**src/rtl/ovs_pkg.sv**
```systemverilog
package ovsPkg;

  typedef enum logic [1:0] {
    SRC_PWM    = 2'b00,
    SRC_CURLIM = 2'b01,
    SRC_SHORT  = 2'b10,
    SRC_DUTY   = 2'b11
  } termSrcE;

  typedef struct packed {
    logic clear;
    logic stepUp;
    logic stepDown;
    logic shortHit;
    logic shortBreak;
  } ctrlStrobeT;

endpackage

```
**src/rtl/ovs_control.sv**
```systemverilog
module ovs_control
  import ovsPkg::*;
(
  input  logic       clk,
  input  logic       rstN,
  input  logic       clrCounters,
  input  logic       termValid,
  input  logic [1:0] termSource,
  input  logic       drvActive,
  output ctrlStrobeT strobe
);

  termSrcE srcE;
  logic    accepted;
  logic    isCurLim;
  logic    isShort;
  logic    dirUpQ;
  logic    effUp;

  assign srcE     = termSrcE'(termSource);
  assign accepted = termValid && drvActive;
  assign isCurLim = (srcE == SRC_CURLIM);
  assign isShort  = (srcE == SRC_SHORT);

  // direction follows the latest accepted report
  always_ff @(posedge clk or negedge rstN) begin
    if (!rstN) begin
      dirUpQ <= 1'b0;
    end else if (clrCounters) begin
      dirUpQ <= 1'b0;
    end else if (accepted) begin
      dirUpQ <= isCurLim;
    end
  end

  // a fresh report steers the count on the very edge that takes it
  assign effUp = accepted ? isCurLim : dirUpQ;

  always_comb begin
    strobe.clear      = clrCounters;
    strobe.stepUp     = !clrCounters && effUp;
    strobe.stepDown   = !clrCounters && !effUp;
    strobe.shortHit   = !clrCounters && accepted && isShort;
    strobe.shortBreak = !clrCounters && accepted && !isShort;
  end

endmodule

```
**src/rtl/ovs_datapath.sv**
```systemverilog
module ovs_datapath
  import ovsPkg::*;
#(
  parameter int OL_TICKS = 40,
  parameter int SCP_RUN  = 4,
  localparam int LVL_W   = $clog2(OL_TICKS + 1),
  localparam int RUN_W   = $clog2(SCP_RUN + 1)
) (
  input  logic             clk,
  input  logic             rstN,
  input  ctrlStrobeT       strobe,
  output logic [LVL_W-1:0] olLevel,
  output logic             overloadFault,
  output logic             shortFault
);

  localparam logic [LVL_W-1:0] LVL_TOP  = LVL_W'(OL_TICKS);
  localparam logic [LVL_W-1:0] LVL_PRE  = LVL_W'(OL_TICKS - 1);
  localparam logic [RUN_W-1:0] RUN_LAST = RUN_W'(SCP_RUN - 1);

  logic [LVL_W-1:0] levelQ;
  logic [RUN_W-1:0] runQ;
  logic             olFaultQ;
  logic             scFaultQ;
  logic             runDone;

  // integrating overload timer, saturating both ways
  always_ff @(posedge clk or negedge rstN) begin
    if (!rstN) begin
      levelQ <= '0;
    end else if (strobe.clear) begin
      levelQ <= '0;
    end else if (strobe.stepUp && (levelQ != LVL_TOP)) begin
      levelQ <= levelQ + 1'b1;
    end else if (strobe.stepDown && (levelQ != '0)) begin
      levelQ <= levelQ - 1'b1;
    end
  end

  // expiry pulse only on the step into the terminal value
  always_ff @(posedge clk or negedge rstN) begin
    if (!rstN) begin
      olFaultQ <= 1'b0;
    end else begin
      olFaultQ <= strobe.stepUp && (levelQ == LVL_PRE);
    end
  end

  assign runDone = (runQ == RUN_LAST);

  // consecutive short-circuit run
  always_ff @(posedge clk or negedge rstN) begin
    if (!rstN) begin
      runQ <= '0;
    end else if (strobe.clear || strobe.shortBreak) begin
      runQ <= '0;
    end else if (strobe.shortHit) begin
      runQ <= runDone ? '0 : runQ + 1'b1;
    end
  end

  always_ff @(posedge clk or negedge rstN) begin
    if (!rstN) begin
      scFaultQ <= 1'b0;
    end else begin
      scFaultQ <= strobe.shortHit && runDone;
    end
  end

  assign olLevel       = levelQ;
  assign overloadFault = olFaultQ;
  assign shortFault    = scFaultQ;

endmodule

```
**src/rtl/overload_short_monitor.sv**
```systemverilog
module overload_short_monitor
  import ovsPkg::*;
#(
  parameter int OL_TICKS = 40,
  parameter int SCP_RUN  = 4
) (
  input  logic       clk,
  input  logic       rstN,
  input  logic       clrCounters,
  input  logic       termValid,
  input  logic [1:0] termSource,
  input  logic       drvActive,
  output logic       overloadFault,
  output logic       shortFault
);

  localparam int LVL_W = $clog2(OL_TICKS + 1);

  ctrlStrobeT       strobe;
  logic [LVL_W-1:0] olLevel;

  ovs_control uCtrl (
    .clk         (clk),
    .rstN        (rstN),
    .clrCounters (clrCounters),
    .termValid   (termValid),
    .termSource  (termSource),
    .drvActive   (drvActive),
    .strobe      (strobe)
  );

  ovs_datapath #(
    .OL_TICKS (OL_TICKS),
    .SCP_RUN  (SCP_RUN)
  ) uDp (
    .clk           (clk),
    .rstN          (rstN),
    .strobe        (strobe),
    .olLevel       (olLevel),
    .overloadFault (overloadFault),
    .shortFault    (shortFault)
  );

endmodule

```
**config.mk**
```make
export PLATFORM = sky130hd
export DESIGN_NAME = overload_short_monitor
export DESIGN_NICKNAME = d
export VERILOG_FILES = /design/src/rtl/ovs_pkg.sv /design/src/rtl/ovs_control.sv /design/src/rtl/ovs_datapath.sv /design/src/rtl/overload_short_monitor.sv
export SDC_FILE = /design/constraint.sdc
export NUM_CORES = 1
export LEC_CHECK = 0
export CORE_ASPECT_RATIO = 0.8
export CORE_MARGIN = 1.5
export CORE_UTILIZATION = 39
export DETAILED_ROUTE_END_ITERATION = 16
export SLEW_MARGIN = 20
export SYNTH_ARGS = -nofsm -noshare
export SYNTH_HDL_FRONTEND = slang
export SYNTH_SLANG_ARGS = --single-unit
```
**constraint.sdc**
```tcl
create_clock -name clk -period 4.13 [get_ports clk]
set_input_delay 0.826 -clock clk [delete_from_list [all_inputs] [get_ports clk]]
set_output_delay 0.826 -clock clk [all_outputs]
set_load 0.05 [all_outputs]
```
==> impl_metrics.env, run 1 <==
export IMPL_total_leakage_power_nw=0.4344
export IMPL_path_clk_slew_ns=0.08
export IMPL_numCtsBuffers=3
export IMPL_fmax_ghz=0.2877
export IMPL_nNetsFinal=104
export IMPL_initial_utilization_pct=41.39
export IMPL_crit_path_max_incr_delay_ns=0.46
export IMPL_synth_seq_cells=12
export IMPL_grt_pass1_wl_um=2608
export IMPL_grt_pass1_vias=590
export IMPL_path_cells="clkdlybuf4s50_1 -> a21boi_1 -> nor2_4 -> or3_1 -> ha_1 -> a211oi_2 -> o21bai_2 -> a21oi_2 -> mux2_4 -> a31oi_1"
export IMPL_synthCells=79
export IMPL_fin_skew_ns=0.003826
export IMPL_ys_warn_count=0
export IMPL_crit_path_top_delay_cell="clkdlybuf4s50_1"
export IMPL_routed_wl_um=1438
export IMPL_drive_above_1_share_pct=14.44
export IMPL_die_h_um=42.89
export IMPL_synthArstFlopShare_pct=100.0
export IMPL_outcome="finished, final reports clean"
export IMPL_ant_nets=0
export IMPL_fillers=186
export IMPL_post_drt_wl_per_cell_um=12.61
export IMPL_post_drt_via_cell_ratio=5.298
export IMPL_synth_area_top_cells="dfrtp_1, ha_1, nand2_1"
export IMPL_cp_max_fo=8
export IMPL_cp_required_ns=4.32
export IMPL_clock_path_buffers=2
export IMPL_hold_viol=0
export IMPL_antenna_found_initial=0
export IMPL_path_class="in -> reg"
export IMPL_dpl_worst_slack_ns=0.3536
export IMPL_period_minus_slack_ns=3.476
export IMPL_io_pins=9
export IMPL_clockRootBuffer="clkbuf_4"
export IMPL_syn_area_per_cell_sq_um=9.820
export IMPL_cp_top_family="compound AO/OA/AOI/OAI gates"
export IMPL_grt_max_degree=13
export IMPL_dieArea_sq_um=2267
export IMPL_drc=0
export IMPL_min_path_type="reg -> reg"
export IMPL_fin_crit_sh_pct=84.17
export IMPL_worstSkewPairLatency_ns=0.27
export IMPL_ys_seq_area_share_pct=38.71
export IMPL_placementRows=14
export IMPL_overflow=0
export IMPL_postCtsHoldBufs=0
export IMPL_fin_tns_setup_ns=0
export IMPL_slew_violations=0
export IMPL_drt_iter0_drc=11
export IMPL_endpoint_kind="flop"
export IMPL_ff2ff_setup_slack_ns=1.25
export IMPL_seq_area_sq_um=300.3
export IMPL_grt_usage_pct=15.64
export IMPL_synth_nets=92
export IMPL_ys_types=35
export IMPL_post_cts_repair_setup_buffers=0
export IMPL_cts_tree="built"
export IMPL_worst_ep_arrival_time_ns=3.67
export IMPL_dp_hpwl_um=1093
export IMPL_worstReg2RegStart="uDp.olLevel[0]"
export IMPL_tightestPinTransition_ns=0.5527
export IMPL_peakVddDrop_v=0.0002825
export IMPL_startpoint_type="primary input"
export IMPL_synth_common_cells="dfrtp_1, nand2_1, nor2_1"
export IMPL_cts_resized=0
export IMPL_drt_pass1_iter_count=3
export IMPL_multi_input_area_sq_um=456.7
export IMPL_p_per_area_nw_per_um2=567.1
export IMPL_setup_viol=0
export IMPL_port_buffers=8
export IMPL_startpoint="termValid"
export IMPL_drv_cap=0
export IMPL_place_congestion=0.7285
export IMPL_synth_edf_count=0
export IMPL_coreArea_sq_um=1874
export IMPL_rsz0062_at_grt="false"
export IMPL_num_antenna_cells=0
export IMPL_die_width_um=52.87
export IMPL_area_growth_pct=18.39
export IMPL_synth_top_area_share_pct=38.71
export IMPL_cts_sinks=12
export IMPL_synth_area_sq_um=775.7
export IMPL_route_vias_total=604
export IMPL_synthMostInstantiatedCell="dfrtp_1"
export IMPL_yosysTopAreaCell="dfrtp_1"
export IMPL_timing_critical_path_buf_inv=1
export IMPL_maxSlewHeadroom_pct=63.04
export IMPL_worstHoldStart="uDp.runQ[0]"
export IMPL_fin_ws_ns=0.6536
export IMPL_synth_ff_type="dfrtp_1"
export IMPL_htreeDepth=1
[power by group]
| group | total [mW] | switching (mW) | leakage [nW] | internal (mW) |
|---|---|---|---|---|
| Combinational | 0.252 | 0.123 | 0.252 | 0.129 |
| Clock | 0.0932 | 0.0397 | 0.0210 | 0.0535 |
| Sequential | 0.176 | 0.0356 | 0.161 | 0.140 |
| Total | 0.521 | 0.198 | 0.434 | 0.323 |
[sequential cells by signal (all words and copies together) (netlist names)]
register           flops
uDp.runQ               3
uDp.overloadFault      1
uDp.shortFault         1
uDp.olLevel            6
uCtrl.dirUpQ           1
[metrics by stage]
step	utilization, %	cell area, sq um	std cells	hold slack [ns]	total power, mW
2_1_floorplan	-	775.7	79	0.4581	0.3803
3_3_place_gp	47.06	882.1	110	0.4743	0.4246
3_5_place_dp	47.06	882.1	110	0.4830	0.4335
4_1_cts	49.00	918.4	114	0.4996	0.5294
5_1_grt	49.00	918.4	114	0.5259	0.5708
6_report	49.00	918.4	114	0.4918	0.5208
[per-layer routing]
metal,GRT usage (%),part of all wire [%]
met5,0,0
met2,23.25,43
met4,6.154,0.83
met1,22.82,52
met3,2.113,3.7
[kinds of logic after synthesis]
family | synth area share (%)
compound gates | 17.26
mux | 4.516
flops | 38.71
simple gates | 23.06
xor+xnor | 3.388
buf+inv | 2.418
fa+ha+maj | 10.65
[cell type report]
type                       instances  share of cell area [%]
clock buffer                       4                   3.951
inverter                           4                   1.635
timing repair buffer               8                   8.719
tap                               24                   3.270
multi-input combinational         62                   49.73
sequential                        12                   32.70
[worst paths after layout]
check	to	cells after the start
hold reg to reg	uDp.runQ[0]	1
min in group asynchronous	uDp.shortFault	1
hold / removal	uDp.runQ[0]	1
max in group asynchronous	uDp.olLevel[2]	1
setup / recovery	uDp.olLevel[5]	10
setup reg to reg	uDp.olLevel[5]	9
[placed cells by master, fill, tap and decap left out, drive strengths merged, types with 2 or more instances in the layout]
master         count
nor2              10
dfrtp             12
ha                 5
a21o               3
inv                4
a21oi              5
nor2b              2
o21ai              2
clkdlybuf4s50      8
nor3               2
and3               2
clkbuf             4
nand2              9
mux2i              2
xor2               2
(Power assumes the default switching activity.)
==> inputs of run 2 (changes only) <==
- clock period: 4.13 -> 3.1 ns (I/O delays scaled with it)
==> run 2 against run 1 <==
  * Worst hold slack better by 0.0036 ns
  * Sequential share of layout area is 3.2 points lower
  * Clock power is 4.2% higher
  * Combinational power is 57% higher
  * Clock-buffer cell count is 1 lower
  * Non-clock buffer count is 14 higher
==> impl_metrics.env, run 2 (synthesis results as in run 1) <==
export IMPL_initial_utilization_pct=41.39
export IMPL_layout_common_cells="buf_4, dfrtp_1, nor2_1, nand2_1, clkdlybuf4s50_1"
export IMPL_power_mw=0.7262
export IMPL_fin_ws_ns=0.1119
export IMPL_final_common_cell="buf_4"
export IMPL_r2r_end="uDp.olLevel[5]"
export IMPL_path_class="in -> reg"
export IMPL_cts_resized=0
export IMPL_route_vias_total=662
export IMPL_cts_sinks=12
export IMPL_overflow=0
export IMPL_tightestPinTransition_ns=0.5622
export IMPL_worstHoldStart="uDp.runQ[2]"
export IMPL_stdcell_count=127
export IMPL_placed_cell_area_sq_um=987.2
export IMPL_routed_wl_um=1701
export IMPL_min_path_type="reg -> reg"
export IMPL_hold_end="uDp.runQ[2]"
export IMPL_fin_skew_ns=0.004369
export IMPL_die_width_um=52.87
export IMPL_rsz0062_at_grt="false"
export IMPL_post_cts_repair_setup_buffers=0
export IMPL_peakVddDrop_v=0.0003655
export IMPL_period_minus_slack_ns=2.988
export IMPL_total_leakage_power_nw=0.4963
export IMPL_cp_max_fo=4
export IMPL_setup_viol=0
export IMPL_whs_path_depth=1
export IMPL_drive_above_1_share_pct=27.18
export IMPL_post_drt_via_cell_ratio=5.213
export IMPL_io_pins=9
export IMPL_p_per_area_nw_per_um2=713.0
export IMPL_clock_path_buffers=2
export IMPL_path_clk_slew_ns=0.08
export IMPL_post_drt_wl_per_cell_um=13.39
export IMPL_grt_pass1_wl_um=3056
export IMPL_startpoint="drvActive"
export IMPL_dpl_worst_slack_ns=-0.2104
export IMPL_ff2ff_setup_slack_ns=0.61
export IMPL_outcome="finished, final reports clean"
export IMPL_drt_pass1_iter_count=4
export IMPL_slew_violations=0
export IMPL_place_congestion=0.7806
export IMPL_antenna_found_initial=0
export IMPL_port_buffers=8
export IMPL_cts_tree="built"
export IMPL_largest_reg_flops=6
export IMPL_fin_crit_sh_pct=96.39
export IMPL_die_h_um=42.89
export IMPL_fillers=179
export IMPL_multi_input_area_sq_um=465.4
export IMPL_hold_viol=0
export IMPL_rr_worst_depth=9
export IMPL_area_growth_pct=31.29
export IMPL_dieArea_sq_um=2267
export IMPL_numCtsBuffers=3
export IMPL_ant_nets=0
export IMPL_fin_tns_setup_ns=0
export IMPL_grt_max_degree=13
export IMPL_htreeDepth=1
export IMPL_dp_cells=124
export IMPL_drc=0
export IMPL_dp_hpwl_um=1345
export IMPL_grt_pass1_vias=716
export IMPL_drt_iter0_drc=11
export IMPL_worstSkewPairLatency_ns=0.27
export IMPL_post_route_cell_area_sq_um=1018
export IMPL_endpoint_kind="flop"
export IMPL_seq_area_sq_um=300.3
export IMPL_postCtsHoldBufs=0
export IMPL_clockRootBuffer="clkbuf_4"
export IMPL_cp_required_ns=3.30
export IMPL_startpoint_type="primary input"
export IMPL_worstReg2RegStart="uDp.olLevel[0]"
export IMPL_maxSlewHeadroom_pct=62.41
export IMPL_fmax_ghz=0.3347
export IMPL_grt_usage_pct=18.75
export IMPL_nNetsFinal=118
export IMPL_num_antenna_cells=0
export IMPL_drv_cap=0
export IMPL_coreArea_sq_um=1874
export IMPL_placementRows=14
export IMPL_worst_ep_arrival_time_ns=3.19
-- run 2: cell count changes in the layout (fill, tap and decap cells not counted), sizes merged --
cell / change
buf: +14
clkbuf: -1
-- run 2: per-stage QoR --
step	hold slack, ns	util, %
4_1_cts	0.4981	53.87
2_1_floorplan	0.3244	-
3_3_place_gp	0.4779	52.67
3_5_place_dp	0.4809	52.67
6_report	0.4954	54.34
5_1_grt	0.5382	54.34
-- run 2: final cells by class --
cell class                 instances  area share (%)
tap                               24           2.948
clock buffer                       3           2.211
inverter                           4           1.474
sequential                        12           29.48
multi-input combinational         62           45.70
timing repair buffer              22           18.18
-- run 2: how the worst max path moves through the flow --
stage / to / cells after the start
after floorplan: uDp.olLevel[5] / 9
after global placement: uDp.olLevel[5] / 10
after detailed placement: uDp.olLevel[5] / 11
after CTS: uDp.olLevel[5] / 11
after global routing: uDp.olLevel[5] / 11
final: uDp.olLevel[5] / 10
-- run 2: report_power, final --
part | switching [mW] | leakage [nW] | internal, mW
Sequential | 0.0465 | 0.161 | 0.187
Clock | 0.0521 | 0.0138 | 0.0450
Combinational | 0.178 | 0.321 | 0.217
Total | 0.277 | 0.496 | 0.449
-- run 2: worst max-delay path, cell delays in order --
cell	delay, ns
clkdlybuf4s50_1	0.53
and4b_4	0.28
nor2_4	0.04
or3_4	0.40
ha_1	0.32
a211oi_2	0.25
o21bai_2	0.10
a21oi_2	0.18
mux2_4	0.31
a31oi_1	0.16
-- run 2: metal layers --
| layer | part of all wire [%] | GRT usage [%] |
|---|---|---|
| met1 | 46 | 22.44 |
| met2 | 50 | 32.50 |
| met3 | 3.5 | 5.634 |
| met4 | 0.71 | 4.615 |
| met5 | 0 | 0 |
